$ cat src/rtl/spi_baud_pkg.sv
package spi_baud_pkg;

  localparam int PRE_IDX_W = 2;
  localparam int SCL_IDX_W = 4;
  localparam int PRE_CNT_W = 3;
  localparam int HALF_W    = 15;
  localparam int LIN_STEPS = 4;

  typedef struct packed {
    logic [PRE_IDX_W-1:0] pre_idx;
    logic [SCL_IDX_W-1:0] scl_idx;
    logic                 cpol;
    logic                 cpha;
  } baud_cfg_t;

  function automatic logic [PRE_CNT_W-1:0] pre_divisor(input logic [PRE_IDX_W-1:0] idx);
    logic [PRE_CNT_W-1:0] d;
    case (idx)
      2'd0:    d = PRE_CNT_W'(2);
      2'd1:    d = PRE_CNT_W'(3);
      2'd2:    d = PRE_CNT_W'(5);
      default: d = PRE_CNT_W'(7);
    endcase
    return d;
  endfunction

  // Half of the scaler factor: linear 1..4 for the low indices, then powers of two.
  function automatic logic [HALF_W-1:0] scl_half(input logic [SCL_IDX_W-1:0] idx);
    logic [HALF_W-1:0] h;
    if (idx < SCL_IDX_W'(LIN_STEPS))
      h = HALF_W'(idx) + HALF_W'(1);
    else
      h = HALF_W'(1) << (idx - SCL_IDX_W'(1));
    return h;
  endfunction

endpackage

$ cat src/rtl/spi_baud_prescale.sv
module spi_baud_prescale #(
  parameter int CNT_W = 3
) (
  input  logic             clk,
  input  logic             rst_n,
  input  logic             en,
  input  logic [CNT_W-1:0] div,
  output logic             tick
);
  logic [CNT_W-1:0] cnt;
  logic             wrap;

  always_comb wrap = (cnt >= div - CNT_W'(1));
  assign tick = en && wrap;

  always_ff @(posedge clk or negedge rst_n) begin
    if (!rst_n)      cnt <= '0;
    else if (!en)    cnt <= '0;
    else if (wrap)   cnt <= '0;
    else             cnt <= cnt + CNT_W'(1);
  end

  p_pre_bound_r1: assert property (@(posedge clk) disable iff (!rst_n)
    en |-> (cnt < div));

endmodule

$ cat src/rtl/spi_baud_scaler.sv
module spi_baud_scaler #(
  parameter int CNT_W = 15
) (
  input  logic             clk,
  input  logic             rst_n,
  input  logic             en,
  input  logic             tick,
  input  logic [CNT_W-1:0] half,
  output logic             half_done
);
  logic [CNT_W-1:0] cnt;
  logic             at_end;

  always_comb at_end = (cnt >= half - CNT_W'(1));
  assign half_done = tick && at_end;

  always_ff @(posedge clk or negedge rst_n) begin
    if (!rst_n)        cnt <= '0;
    else if (!en)      cnt <= '0;
    else if (tick) begin
      if (at_end)      cnt <= '0;
      else             cnt <= cnt + CNT_W'(1);
    end
  end

  p_scl_bound_r2: assert property (@(posedge clk) disable iff (!rst_n)
    en |-> (cnt < half));

  p_tick_hold_r3: assert property (@(posedge clk) disable iff (!rst_n)
    (en && $past(en) && !$past(tick)) |-> $stable(cnt));

endmodule

$ cat src/rtl/spi_baud_edge_seq.sv
module spi_baud_edge_seq #(
  parameter int FRAME_W = 4
) (
  input  logic               clk,
  input  logic               rst_n,
  input  logic               en,
  input  logic               half_done,
  input  logic               cpha,
  input  logic [FRAME_W-1:0] frame_len,
  output logic               phase,
  output logic               sample_q,
  output logic               shift_q,
  output logic               done_q
);
  logic [FRAME_W-1:0] cyc_cnt;
  logic               last_q;
  logic               leading;
  logic               last_edge;

  always_comb begin
    leading   = !phase;
    last_edge = half_done && phase && (cyc_cnt == frame_len);
  end

  always_ff @(posedge clk or negedge rst_n) begin
    if (!rst_n) begin
      phase    <= 1'b0;
      cyc_cnt  <= '0;
      sample_q <= 1'b0;
      shift_q  <= 1'b0;
      last_q   <= 1'b0;
      done_q   <= 1'b0;
    end else if (!en) begin
      phase    <= 1'b0;
      cyc_cnt  <= '0;
      sample_q <= 1'b0;
      shift_q  <= 1'b0;
      last_q   <= 1'b0;
      done_q   <= 1'b0;
    end else begin
      sample_q <= 1'b0;
      shift_q  <= 1'b0;
      if (half_done) begin
        phase    <= !phase;
        sample_q <= leading ^ cpha;
        shift_q  <= !(leading ^ cpha);
        if (phase)
          cyc_cnt <= last_edge ? '0 : cyc_cnt + FRAME_W'(1);
      end
      last_q <= last_edge;
      done_q <= last_q;
    end
  end

  p_strobe_excl_r5: assert property (@(posedge clk) disable iff (!rst_n)
    !(sample_q && shift_q));

  p_done_idle_r7: assert property (@(posedge clk) disable iff (!rst_n)
    done_q |-> !phase);

  p_done_single_r7: assert property (@(posedge clk) disable iff (!rst_n)
    done_q |=> !done_q);

  p_frame_bound_r7: assert property (@(posedge clk) disable iff (!rst_n)
    en |-> (cyc_cnt <= frame_len));

endmodule

$ cat src/rtl/spi_baud_gen.sv
module spi_baud_gen
  import spi_baud_pkg::*;
#(
  parameter int FRAME_W = 4
) (
  input  logic               clk,
  input  logic               rst_n,
  input  logic               en,
  input  logic [1:0]         pre_idx,
  input  logic [3:0]         scl_idx,
  input  logic               cpol,
  input  logic               cpha,
  input  logic [FRAME_W-1:0] frame_len,
  output logic               sck,
  output logic               sample_stb,
  output logic               shift_stb,
  output logic               frame_done
);
  baud_cfg_t            cfg_q;
  logic [FRAME_W-1:0]   frame_q;
  logic [PRE_CNT_W-1:0] pre_div;
  logic [HALF_W-1:0]    half;
  logic                 tick;
  logic                 half_done;
  logic                 phase;
  logic                 sample_q;
  logic                 shift_q;
  logic                 done_q;

  // Configuration tracks the inputs while idle and freezes while running.
  always_ff @(posedge clk or negedge rst_n) begin
    if (!rst_n) begin
      cfg_q   <= '0;
      frame_q <= '0;
    end else if (!en) begin
      cfg_q.pre_idx <= pre_idx;
      cfg_q.scl_idx <= scl_idx;
      cfg_q.cpol    <= cpol;
      cfg_q.cpha    <= cpha;
      frame_q       <= frame_len;
    end
  end

  always_comb begin
    pre_div = pre_divisor(cfg_q.pre_idx);
    half    = scl_half(cfg_q.scl_idx);
  end

  spi_baud_prescale #(.CNT_W(PRE_CNT_W)) u_pre (
    .clk   (clk),
    .rst_n (rst_n),
    .en    (en),
    .div   (pre_div),
    .tick  (tick)
  );

  spi_baud_scaler #(.CNT_W(HALF_W)) u_scl (
    .clk       (clk),
    .rst_n     (rst_n),
    .en        (en),
    .tick      (tick),
    .half      (half),
    .half_done (half_done)
  );

  spi_baud_edge_seq #(.FRAME_W(FRAME_W)) u_seq (
    .clk       (clk),
    .rst_n     (rst_n),
    .en        (en),
    .half_done (half_done),
    .cpha      (cfg_q.cpha),
    .frame_len (frame_q),
    .phase     (phase),
    .sample_q  (sample_q),
    .shift_q   (shift_q),
    .done_q    (done_q)
  );

  assign sck        = en ? (cfg_q.cpol ^ phase) : cpol;
  assign sample_stb = en & sample_q;
  assign shift_stb  = en & shift_q;
  assign frame_done = en & done_q;

  p_edge_strobe_r3: assert property (@(posedge clk) disable iff (!rst_n)
    (en && $past(en) && (sck != $past(sck))) |-> (sample_stb || shift_stb));

  p_cfg_hold_r8: assert property (@(posedge clk) disable iff (!rst_n)
    (en && $past(en)) |-> ($stable(cfg_q) && $stable(frame_q)));

  p_done_after_edge_r7: assert property (@(posedge clk) disable iff (!rst_n)
    frame_done |-> (sck == cfg_q.cpol));

endmodule

$ cat config.mk
export PLATFORM = sky130hd
export DESIGN_NAME = spi_baud_gen
export DESIGN_NICKNAME = d
export VERILOG_FILES = /design/src/rtl/spi_baud_pkg.sv /design/src/rtl/spi_baud_prescale.sv /design/src/rtl/spi_baud_scaler.sv /design/src/rtl/spi_baud_edge_seq.sv /design/src/rtl/spi_baud_gen.sv
export SDC_FILE = /design/constraint.sdc
export NUM_CORES = 1
export LEC_CHECK = 0
export BUFFER_PORTS_ARGS = -buffer_cell sky130_fd_sc_hd__buf_2
export CAP_MARGIN = 20
export CORE_AREA = 2 2 82 84
export DETAILED_ROUTE_END_ITERATION = 7
export DIE_AREA = 0 0 84 86
export PLACE_DENSITY_LB_ADDON = 0.12
export SLEW_MARGIN = 20
export SYNTH_ARGS = -nofsm -noshare
export SYNTH_HDL_FRONTEND = slang
export SYNTH_SLANG_ARGS = --single-unit
$ cat constraint.sdc
create_clock -name clk -period 12 [get_ports clk]
set_clock_uncertainty 0.1 [all_clocks]
set_input_delay 0 -clock clk [delete_from_list [all_inputs] [get_ports clk]]
set_output_delay 0 -clock clk [all_outputs]
set_load 0.02 [all_outputs]
Word-level counts from Yosys, hierarchy flattened
Cells that the tools add are included.

Add/sub/neg operators: 7. Multiply operators: 0. Div/mod/pow operators: 0. Magnitude comparators: 3. Eq/ne operators: 6. Shift-type cells: 1. Muxes and demuxes: 20. Bitwise operators: 5. Reductions and logical operators: 8.

Operators with widths (number): $mux W15 (4); $mux W4 (4); $add A15 B1 Y15 const B (1); $ge A15 B15 Y1 (1); $shl A1 B4 Y15 const A (1); $sub A15 B1 Y15 const B (1); $mux W1 (9); $pmux W3 S3 (1); $mux W3 (2); $ne A2 B1 Y1 const B (3); $add A4 B1 Y5 const B (1); $add A4 B1 Y4 const B (1); $eq A4 B4 Y1 (1); $logic_and A1 B1 Y1 (4); $lt A4 B3 Y1 const B (1); $sub A4 B1 Y4 const B (1); $add A3 B1 Y3 const B (1); $and A1 B1 Y1 (3); $ge A3 B3 Y1 (1); $sub A3 B1 Y3 const B (1); $eq A2 B1 Y1 const B (1); $eq A2 B2 Y1 const B (1); $logic_not A1 Y1 (2); $logic_not A2 Y1 (1); other kinds (2) (3).

Flip-flop bits (word level): 39. Bits in latches: 0. Bits in writable memories: 0. Bits in read-only memories: 0. Input port bits: 15. Output and inout port bits: 4. Word-level logic and storage cells: 63. Memories: 0.

Logic depth before layout (Yosys ltp)
Gate-level depths: netlist of the first run.

Word-level depth: 12. Mapped depth: 20. Gate-level depth less buffers: 18.

Modules after synthesis
Synthesis of the first run repeated with hierarchy kept, for this count alone.

Cells, all modules: 315. Area total of the unflattened synthesis: 2931.6 µm².

By module, submodules not included: spi_baud_scaler (instances 1, cells an instance 167, area each 1420.1 µm²); spi_baud_gen (instances 1, cells an instance 83, area each 822.0 µm²); spi_baud_edge_seq (instances 1, cells an instance 42, area each 455.4 µm²); spi_baud_prescale (instances 1, cells an instance 23, area each 234.0 µm²).

Least setup slack after synthesis of the first run
Ideal clock, no wire load.

Path kind: reg2reg. Start point: register cfg_q[2] (netlist name). End point: register u_scl.cnt[10]. Library setup time: 0.064 ns. Arrival: 3.949 ns. Slack: 7.887 ns. Cell stages (with the launch flop): 20. Period minus slack after synthesis: 4.113 ns. Path through: dfrtp_1 -> inv_1 -> ha_1 -> buf_6 -> and3b_4 -> a21oi_1 -> nor2b_1 -> a21oi_1 -> ha_1 -> nand4b_2 -> o211a_1 -> a311oi_2 -> ha_1 -> a211oi_1 -> nor2_1 -> a2111oi_2 -> nand3_2 -> buf_2 -> o21ai_0 -> a21o_1.

Cells in the longest elaborated chain, start to end: 8.

Ends and longest elaborated chain: start: declaration (RTL line spi_baud_gen.sv:19) `baud_cfg_t cfg_q;`; $sub A4 B1 Y4 (RTL line spi_baud_pkg.sv:33) `h = HALF_W'(1) << (idx - SCL_IDX_W'(1));`; $shl A1 B4 Y15 (RTL line spi_baud_pkg.sv:33); $mux W15 * (RTL line spi_baud_pkg.sv:30) `if (idx < SCL_IDX_W'(LIN_STEPS))`; $sub A15 B1 Y15 * (RTL line spi_baud_scaler.sv:14) `always_comb at_end = (cnt >= half - CNT_W'(1));`; $ge A15 B15 Y1 * (RTL line spi_baud_scaler.sv:14); $mux W15 * (RTL line spi_baud_scaler.sv:21) `if (at_end) cnt <= '0;`; $mux W15 * (RTL line spi_baud_scaler.sv:20) `else if (tick) begin`; $mux W15 * (RTL line spi_baud_scaler.sv:19) `else if (!en) cnt <= '0;`; end signal: assignment (RTL line spi_baud_scaler.sv:22) `else cnt <= cnt + CNT_W'(1);`; end: declaration (RTL line spi_baud_scaler.sv:11) `logic [CNT_W-1:0] cnt;`.

Every way passes the cells marked *; elsewhere a longest branch is shown, timed or not. The select of a mux whose other input is x is not followed. A chain may end at the register's enable or synchronous reset.

Worst setup path after layout of the first run
Start point: register cfg_q[2] (netlist name). End point: register u_scl.cnt[3].

Same word-level chain as after synthesis.

==> impl_metrics.json, run 1 <==
{
  "status": "finished, final reports clean",
  "fmax_mhz": 207,
  "die_height_um": 86,
  "power_density_mw_per_mm2": 113,
  "synthXorXnorAreaFrac": 0.0285,
  "cts_setup_buffers": 0,
  "fin_tns_setup_ns": 0,
  "grt_pass1_vias": 2463,
  "synthTopCellsByArea": "dfrtp_1 32%, ha_1 11%, mux2_2 4.4%",
  "multi_input_area_mm2": 0.00195,
  "hold_viol": 0,
  "slew_viol_final": 0,
  "route.met3.wl_um": 139,
  "r2r_slack_ns": 7.18,
  "ant_nets": 0,
  "grt_pass1_wl_mm": 11.6,
  "die_area_mm2": 0.00722,
  "routedWlPerCell_um": 15.1,
  "synth_top_area_share": 0.318,
  "hold_buffers": 13,
  "worst_slew_pin_slew_ns": 0.856,
  "seq_area_um2": 976,
  "yosysSeqAreaShare": 0.318,
  "ctsResizeCount": 0,
  "start_util": 0.490,
  "synth_cell_types": 64,
  "place_inst": 408,
  "min_path_type": "in -> reg",
  "area_delta_synth_final_pct": 10.7,
  "yosys.area_share.adder": 0.114,
  "wl_met2_mm": 3.06,
  "syn_inst": 330,
  "core_mm2": 0.00628,
  "drcViolationCount": 0,
  "vias": 2533,
  "ys_ff_latch": 39,
  "rsz0062_at_grt": "false",
  "die_w_um": 84,
  "clk_path_buf_depth": 2,
  "place_area_mm2": 0.00316,
  "htree_levels": 2,
  "wl_mm": 6.50,
  "post-place-ws_ns": 7.21,
  "rows": 29,
  "grt-ovfl-total": 0,
  "clock-sinks": 39,
  "end_kind": "flop",
  "portBuffers": 18,
  "synth_edf_count": 0,
  "slew_headroom": 0.429,
  "nets": 394,
  "peakVddDrop_uv": 71.0,
  "place.gp.congestion": 0.825,
  "worst_ep_required_time_ns": 12.12,
  "fin_ws_ns": 7.18,
  "ys.warnings.count": 0,
  "finalCriticalPeriod_ns": 4.82,
  "avgSynthCellArea_um2": 9.31,
  "fill_cells": 585,
  "muxShareOfSynthArea": 0.0570,
  "finalSetupViolations": 0,
  "synth_top_family_by_area": "simple AND/OR/NAND/NOR gates",
  "netlist_area_mm2": 0.00307,
  "root_buffer": "clkbuf_8",
  "final_common_cell": "dfrtp_1",
  "grt_antenna_before_repair": 0,
  "met1_length_mm": 3.22,
  "grt_max_degree": 40,
  "vias_per_cell": 5.90,
  "synth_flop_cell": "dfrtp_1",
  "antennaDiodeCount": 0,
  "final_cell_mix": "39 x dfrtp_1, 28 x ha_1, 24 x nand2_1, 23 x nor2_1",
  "min_period_over_period": 0.402,
  "final_cells": 429,
  "first_pass_iters": 4,
  "numCtsBuffers": 5,
  "cellLeakagePower_nw": 1.54,
  "synth-compound-area-share": 0.195,
  "drive_gt1_frac": 0.162,
  "drtIter0Drc": 132,
  "clk_pin_slew_ns": 0.09,
  "synth_area_leader_cell": "dfrtp_1",
  "grt_usage": 0.194,
  "yosys.area_share.simple": 0.239,
  "crit_type": "reg -> reg",
  "clk_latency_ns": 0.30,
  "path_max_fanout": 15,
  "critPathArrivalTime_ns": 4.94,
  "cts_tree": "yes",
  "synthArstFlopShare": 1.00,
  "pin_count": 19,
  "top_layer": "met4",
  "start_kind": "flop",
  "drv_cap": 0,
  "dp_hpwl_mm": 4.61,
  "syn_nets": 373,
  "finalInstanceArea_mm2": 0.00340
}
[stage by stage]
stage / hold slack [ns] / utilization / power [mW]
final: 0.0935 / 0.542 / 0.383
after global routing: 0.127 / 0.542 / 0.412
after CTS: 0.0939 / 0.542 / 0.386
after detailed placement: 0.0714 / 0.503 / 0.268
after global placement: 0.0669 / 0.503 / 0.266
after floorplan: -0.396 / - / 0.244
[metal layers]
layer,up-vias,track usage
met3,10,0.0318
met4,0,0.0484
met5,-,0
li1,1249,-
met1,1229,0.262
met2,45,0.327
[power by group]
part | switching [mW] | leakage (nW) | internal (mW)
clock | 0.0516 | 0.0548 | 0.0627
sequential | 0.0105 | 0.515 | 0.138
combinational | 0.0687 | 0.975 | 0.0514
total | 0.131 | 1.54 | 0.253
[path summary, 6_finish.rpt]
kind                       cells past startpoint                      endpoint              startpoint
setup / recovery                              18      u_scl.cnt[3]$_DFFE_PN0P_    cfg_q[2]$_DFFE_PN0N_
hold / removal                                 3  u_seq.cyc_cnt[0]$_DFFE_PN0P_                      en
setup reg to reg                              18      u_scl.cnt[3]$_DFFE_PN0P_    cfg_q[2]$_DFFE_PN0N_
hold reg to reg                                1        u_seq.done_q$_DFF_PN0_  u_seq.last_q$_DFF_PN0_
max in group asynchronous                      2        u_pre.cnt[2]$_DFF_PN0_                   rst_n
min in group asynchronous                      2      u_scl.cnt[8]$_DFFE_PN0P_                   rst_n
[synth_stat cells (2+ instances only)]
cell type,number
dfrtp_1,39
ha_1,28
nand2_1,24
nor2_1,23
o21ai_0,18
nand3_1,17
inv_1,13
mux2_2,12
a21oi_1,11
and2_1,9
and3_1,8
nand2b_1,7
nand4_1,7
nor2b_1,7
clkbuf_1,6
xnor2_1,6
a211oi_1,4
a21o_1,4
a22o_1,4
buf_2,4
mux2i_1,4
o21ai_1,4
xor2_1,4
buf_4,3
buf_6,3
nor3_1,3
nor3b_1,3
nor4_1,3
o211a_1,3
o221ai_1,3
or3_1,3
a211o_1,2
a21oi_2,2
a31oi_1,2
nand3b_1,2
nand4b_1,2
o211ai_1,2
o21a_1,2
o311ai_2,2
o32ai_1,2
or3_4,2
[logic make-up after synthesis]
family	count (synthesis)
compound gates	78
fa+ha+maj	28
mux	16
flops	39
xor+xnor	10
simple gates	129
buf+inv	30
[state kept, by name, summed over array words and instances (netlist names)]
| signal | count |
|---|---|
| cfg_q | 8 |
| frame_q | 4 |
| u_pre.cnt | 3 |
| u_scl.cnt | 15 |
| u_seq.cyc_cnt | 4 |
| u_seq.done_q | 1 |
| u_seq.last_q | 1 |
| u_seq.phase | 1 |
| u_seq.sample_q | 1 |
| u_seq.shift_q | 1 |
[layout make-up]
| type | count | area share |
|---|---|---|
| multi-input cells | 261 | 0.572 |
| well taps | 77 | 0.0283 |
| clock inverters | 3 | 0.0136 |
| repair buffers | 31 | 0.0647 |
| inverters | 13 | 0.0143 |
| clock buffers | 5 | 0.0202 |
| flip-flops and latches | 39 | 0.287 |
[critical path, cell delays in order, from the launching register on]
cell and delay, ns:
dfrtp_1 0.56, inv_1 0.17, ha_1 0.41, and3b_4 0.28, a21oi_1 0.17, nor2b_1 0.07, a21oi_1 0.14, ha_1 0.21
nand4b_2 0.19, nor2_1 0.25, nand2_1 0.10, a32oi_1 0.23, ha_1 0.28, nand4_1 0.12, nor4_1 0.08, a2111oi_2 0.47
nand3_2 0.37, or3_1 0.43, o21ai_0 0.08
Note: power is estimated with default switching activity, not from simulation.
==> run 2, diff against run 1 <==
==> constraint.sdc (replaced) <==
create_clock -name clk -period 4.21 [get_ports clk]
set_clock_uncertainty 0.1 [all_clocks]
set_input_delay 0 -clock clk [delete_from_list [all_inputs] [get_ports clk]]
set_output_delay 0 -clock clk [all_outputs]
set_load 0.02 [all_outputs]
==> impl_metrics.json, run 2 (same netlist as run 1, synthesis figures left out) <==
{
  "status": "finished, final reports clean",
  "htree_levels": 2,
  "drv_cap": 0,
  "area_delta_synth_final_pct": 17.5,
  "rows": 29,
  "regMostFlops": "u_scl.cnt",
  "pwr-share-seq": 0.367,
  "p_total_mw": 1.13,
  "portBuffers": 18,
  "vias": 2570,
  "clock-sinks": 39,
  "die_w_um": 84,
  "slowest_delay_ns": 0.40,
  "path_max_fanout": 15,
  "worst_ep_required_time_ns": 4.32,
  "crit_chain": "buf_4 > ha_2 > and4b_1 > a221oi_2 > ha_2 > nand4b_4 > o211a_1 > a311oi_2 > ha_1 > nand4_1 > nor4_4 > a2111oi_4 > nand3_2 > buf_6 > or3_1 > o21ai_1",
  "grt_pass1_vias": 2499,
  "clk_latency_ns": 0.29,
  "largest_reg_flops": 15,
  "slowest_stage": "dfrtp_1",
  "drive_gt1_frac": 0.227,
  "grt_max_degree": 40,
  "peakVddDrop_uv": 188,
  "drcViolationCount": 0,
  "routedWlPerCell_um": 15.2,
  "r2r_slack_ns": 0.22,
  "dp_hpwl_mm": 4.78,
  "finalCriticalPeriod_ns": 3.99,
  "core_mm2": 0.00628,
  "slew_viol_final": 0,
  "fill_cells": 543,
  "clk_pin_slew_ns": 0.08,
  "critPathArrivalTime_ns": 4.11,
  "nets": 409,
  "crit_type": "reg -> reg",
  "vias_per_cell": 5.80,
  "first_pass_iters": 4,
  "wl_mm": 6.75,
  "power_switching_uw": 380,
  "end_kind": "flop",
  "power_density_mw_per_mm2": 312,
  "final_common_cell": "dfrtp_1",
  "grt_pass1_wl_mm": 11.5,
  "drtIter0Drc": 99,
  "grt_usage": 0.194,
  "start_util": 0.490,
  "finalSetupViolations": 0,
  "fmax_mhz": 250,
  "pin_count": 19,
  "min_path_type": "in -> reg",
  "die_area_mm2": 0.00722,
  "start_kind": "flop",
  "place.gp.congestion": 0.853,
  "grt_antenna_before_repair": 0,
  "antennaDiodeCount": 0,
  "min_period_over_period": 0.949,
  "grt-ovfl-total": 0,
  "ant_nets": 0,
  "hold_viol": 0,
  "path_common_cell": "ha_2",
  "die_height_um": 86,
  "worst_slew_pin_slew_ns": 0.867,
  "power_frac_clock": 0.274,
  "clk_path_buf_depth": 2,
  "comb_power_share": 0.358,
  "slew_headroom": 0.422,
  "reg_top3": "u_scl.cnt x15, cfg_q x8",
  "cellLeakagePower_nw": 1.63,
  "cts_tree": "yes",
  "final_cell_mix": "39 x dfrtp_1, 24 x ha_1, 23 x nand2_1, 22 x nor2_1, 18 x buf_2",
  "power.internal_uw": 746,
  "numCtsBuffers": 5,
  "finalHoldWorstSlack_ns": 0.0851,
  "power_switching_share": 0.338,
  "root_buffer": "clkbuf_8"
}
[run 2: cell types whose count changed in the layout (fill, tap and decap cells not counted), sizes merged]
cell,delta
buf,+15
inv,-1
[run 2: final cells by class]
cell class              count  area (um2)  share of cell area
clock inverters             2        37.5              0.0104
clock buffers               5        68.8              0.0191
well taps                  77        96.3              0.0267
repair buffers             46         340              0.0943
inverters                  13        48.8              0.0135
flip-flops and latches     39         976               0.270
multi-input cells         261        2040               0.566
[run 2: critical path: cells and delay by family, from the launching register on]
family / cells / cell delay, ns
DFF: 1 / 0.40
AOI/OAI and AO/OA: 5 / 1.19
buffers and inverters: 2 / 0.35
and+or+nand+nor: 6 / 1.04
adders and majority gates: 3 / 0.82
[run 2: per-layer routing]
layer	routed length (um)	up-vias	share of wire	track usage
li1	-	1281	-	-
met1	3260	1250	0.48	0.264
met2	3310	37	0.49	0.329
met3	174	2	0.026	0.0298
met4	8	0	0.0012	0.0411
met5	0	-	0	0
[run 2: per-stage QoR]
stage	cells	setup WS (ns)	instance area, um2	setup TNS [ns]	utilization
4_1_cts	443	0.0260	3530	0	0.563
3_3_place_gp	422	0.0466	3260	0	0.520
3_5_place_dp	422	-0.0904	3260	-0.273	0.520
2_1_floorplan	330	0.0971	3070	0	-
6_report	443	0.216	3610	0	0.575
5_1_grt	443	-0.00783	3610	-0.00783	0.575
[run 2: worst paths after layout]
check                                             from                           end  cells after the start
worst max-delay path              cfg_q[2]$_DFFE_PN0N_      u_scl.cnt[3]$_DFFE_PN0P_                     16
worst min-delay path                                en  u_seq.cyc_cnt[1]$_DFFE_PN0P_                      3
worst max register to register    cfg_q[2]$_DFFE_PN0N_      u_scl.cnt[3]$_DFFE_PN0P_                     16
worst min register to register  u_seq.last_q$_DFF_PN0_        u_seq.done_q$_DFF_PN0_                      1
max in group asynchronous                        rst_n        u_pre.cnt[0]$_DFF_PN0_                      2
min in group asynchronous                        rst_n     u_scl.cnt[12]$_DFFE_PN0P_                      2
[run 2: timing repair]
item                                   4_1_cts  5_1_grt
endpoints found under the hold margin       51        0
resized for setup                            6       15
pin swaps                                    2        9
hold buffers                                13        0
cloned                                       0        0
buffers inserted                             1        0
setup endpoints to repair                   13       23
[run 2: power groups by stage]
stage	Clock, mW	Sequential, mW	Combinational, mW
after floorplan	0	0.420	0.275
after global placement	0	0.421	0.361
after detailed placement	0	0.421	0.366
after CTS	0.323	0.414	0.385
after global routing	0.335	0.418	0.450
final	0.309	0.414	0.404
==> run 3, diff against run 2 <==
--- a/config.mk
+++ b/config.mk
@@ -11,6 +11,7 @@
 export DETAILED_ROUTE_END_ITERATION = 7
 export DIE_AREA = 0 0 84 86
 export PLACE_DENSITY_LB_ADDON = 0.12
+export REMOVE_ABC_BUFFERS = 1
 export SLEW_MARGIN = 20
 export SYNTH_ARGS = -nofsm -noshare
 export SYNTH_HDL_FRONTEND = slang
==> impl_metrics.json, run 3 (same netlist as run 1, synthesis figures left out) <==
{
  "grt_antenna_before_repair": 0,
  "die_area_mm2": 0.00722,
  "portBuffers": 18,
  "largest_reg_flops": 15,
  "drtIter0Drc": 105,
  "nets": 413,
  "p_total_mw": 1.07,
  "finalCriticalPeriod_ns": 3.99,
  "start_kind": "flop",
  "die_w_um": 84,
  "grt_pass1_vias": 2401,
  "start_util": 0.490,
  "path_max_fanout": 11,
  "drive_gt1_frac": 0.224,
  "r2r_slack_ns": 0.22,
  "final_common_cell": "dfrtp_1",
  "final_cell_mix": "39 x dfrtp_1, 25 x ha_1, 24 x nand2_1, 22 x nor2_1, 19 x buf_4",
  "grt_usage": 0.194,
  "fmax_mhz": 251,
  "rows": 29,
  "clk_path_buf_depth": 2,
  "reg_top3": "u_scl.cnt x15, cfg_q x8",
  "vias_per_cell": 5.71,
  "vias": 2559,
  "routedWlPerCell_um": 14.8,
  "grt-ovfl-total": 0,
  "htree_levels": 2,
  "status": "finished, final reports clean",
  "min_path_type": "in -> reg",
  "cts_tree": "yes",
  "drv_cap": 0,
  "grt_max_degree": 40,
  "finalHoldWorstSlack_ns": 0.109,
  "worst_slew_pin_slew_ns": 0.873,
  "clk_pin_slew_ns": 0.08,
  "cellLeakagePower_nw": 1.64,
  "slew_headroom": 0.418,
  "end_kind": "flop",
  "clock-sinks": 39,
  "hold_viol": 0,
  "peakVddDrop_uv": 181,
  "area_delta_synth_final_pct": 16.5,
  "ant_nets": 0,
  "grt_pass1_wl_mm": 11.4,
  "clk_latency_ns": 0.30,
  "place_area_mm2": 0.00328,
  "wl_mm": 6.62,
  "die_height_um": 86,
  "core_mm2": 0.00628,
  "place.gp.congestion": 0.827,
  "worst_ep_required_time_ns": 4.33,
  "fill_cells": 558,
  "dp_hpwl_mm": 4.85,
  "antennaDiodeCount": 0,
  "power_density_mw_per_mm2": 298,
  "slew_viol_final": 0,
  "post-place-ws_ns": -0.0485,
  "fin_tns_setup_ns": 0,
  "drcViolationCount": 0,
  "finalSetupViolations": 0,
  "numCtsBuffers": 5,
  "finalInstanceArea_mm2": 0.00358,
  "critPathArrivalTime_ns": 4.10,
  "fin_ws_ns": 0.221,
  "pin_count": 19,
  "first_pass_iters": 4,
  "min_period_over_period": 0.947,
  "regMostFlops": "u_scl.cnt",
  "root_buffer": "clkbuf_8",
  "crit_type": "reg -> reg"
}
run 3: cell types whose count changed in the layout (fill, tap and decap cells not counted), sizes merged:
| cell | before | now |
|---|---|---|
| buf | 33 | 37 |
| clkinvlp | 1 | 2 |
| bufinv | 1 | 0 |
| inv | 13 | 14 |
run 3: worst max-delay path: stages, from the launching register on:
cell	delay [ns]
dfrtp_1	0.39
buf_4	0.17
ha_2	0.22
and4b_1	0.20
a221oi_2	0.22
ha_2	0.26
nand4b_4	0.15
o211a_1	0.27
a311oi_2	0.27
ha_1	0.30
a211oi_1	0.25
nor2_1	0.12
a2111oi_4	0.24
buf_4	0.17
and3_1	0.14
buf_4	0.18
a21oi_1	0.08
o21ai_0	0.18
run 3: final timing paths:
path	to	start	depth (start not counted)
setup / recovery	u_scl.cnt[3]$_DFFE_PN0P_	cfg_q[2]$_DFFE_PN0N_	17
hold / removal	u_seq.cyc_cnt[1]$_DFFE_PN0P_	en	3
setup reg to reg	u_scl.cnt[3]$_DFFE_PN0P_	cfg_q[2]$_DFFE_PN0N_	17
hold reg to reg	u_seq.done_q$_DFF_PN0_	u_seq.last_q$_DFF_PN0_	1
max in group asynchronous	cfg_q[2]$_DFFE_PN0N_	rst_n	2
min in group asynchronous	u_scl.cnt[7]$_DFFE_PN0P_	rst_n	2
run 3: what timing repair did:
item                                    4_1_cts  5_1_grt
hold buffers                                 13        0
pin swaps                                     1        3
buffers inserted                              2        1
endpoints found under the setup margin        5       23
hold endpoints to repair                     51        0
resized for setup                             0       10
run 3: metal layers:
metal / routed length [um] / GRT usage / part of all wire
met1: 3180 / 0.268 / 0.48
met2: 3170 / 0.319 / 0.48
met3: 243 / 0.0318 / 0.037
met4: 22 / 0.0484 / 0.0033
met5: 0 / 0 / 0
run 3: cell type report:
class	count	area [um2]	share of cell area
clock buffer	5	68.8	0.0192
clock inverter	3	23.8	0.00664
inverter	13	48.8	0.0136
multi-input combinational	261	2000	0.560
sequential	39	976	0.273
tap	77	96.3	0.0269
timing repair buffer	50	363	0.101
run 3: metrics by stage:
step	util	instances
after floorplan	-	313
after global placement	0.522	424
after detailed placement	0.522	424
after CTS	0.560	447
after global routing	0.570	448
final	0.570	448
run 3: where the power goes:
part	total, mW	leakage (nW)	switching [mW]	internal, mW
clock	0.260	0.0408	0.142	0.118
sequential	0.415	0.515	0.0204	0.395
combinational	0.391	1.08	0.213	0.178
total	1.07	1.64	0.375	0.691
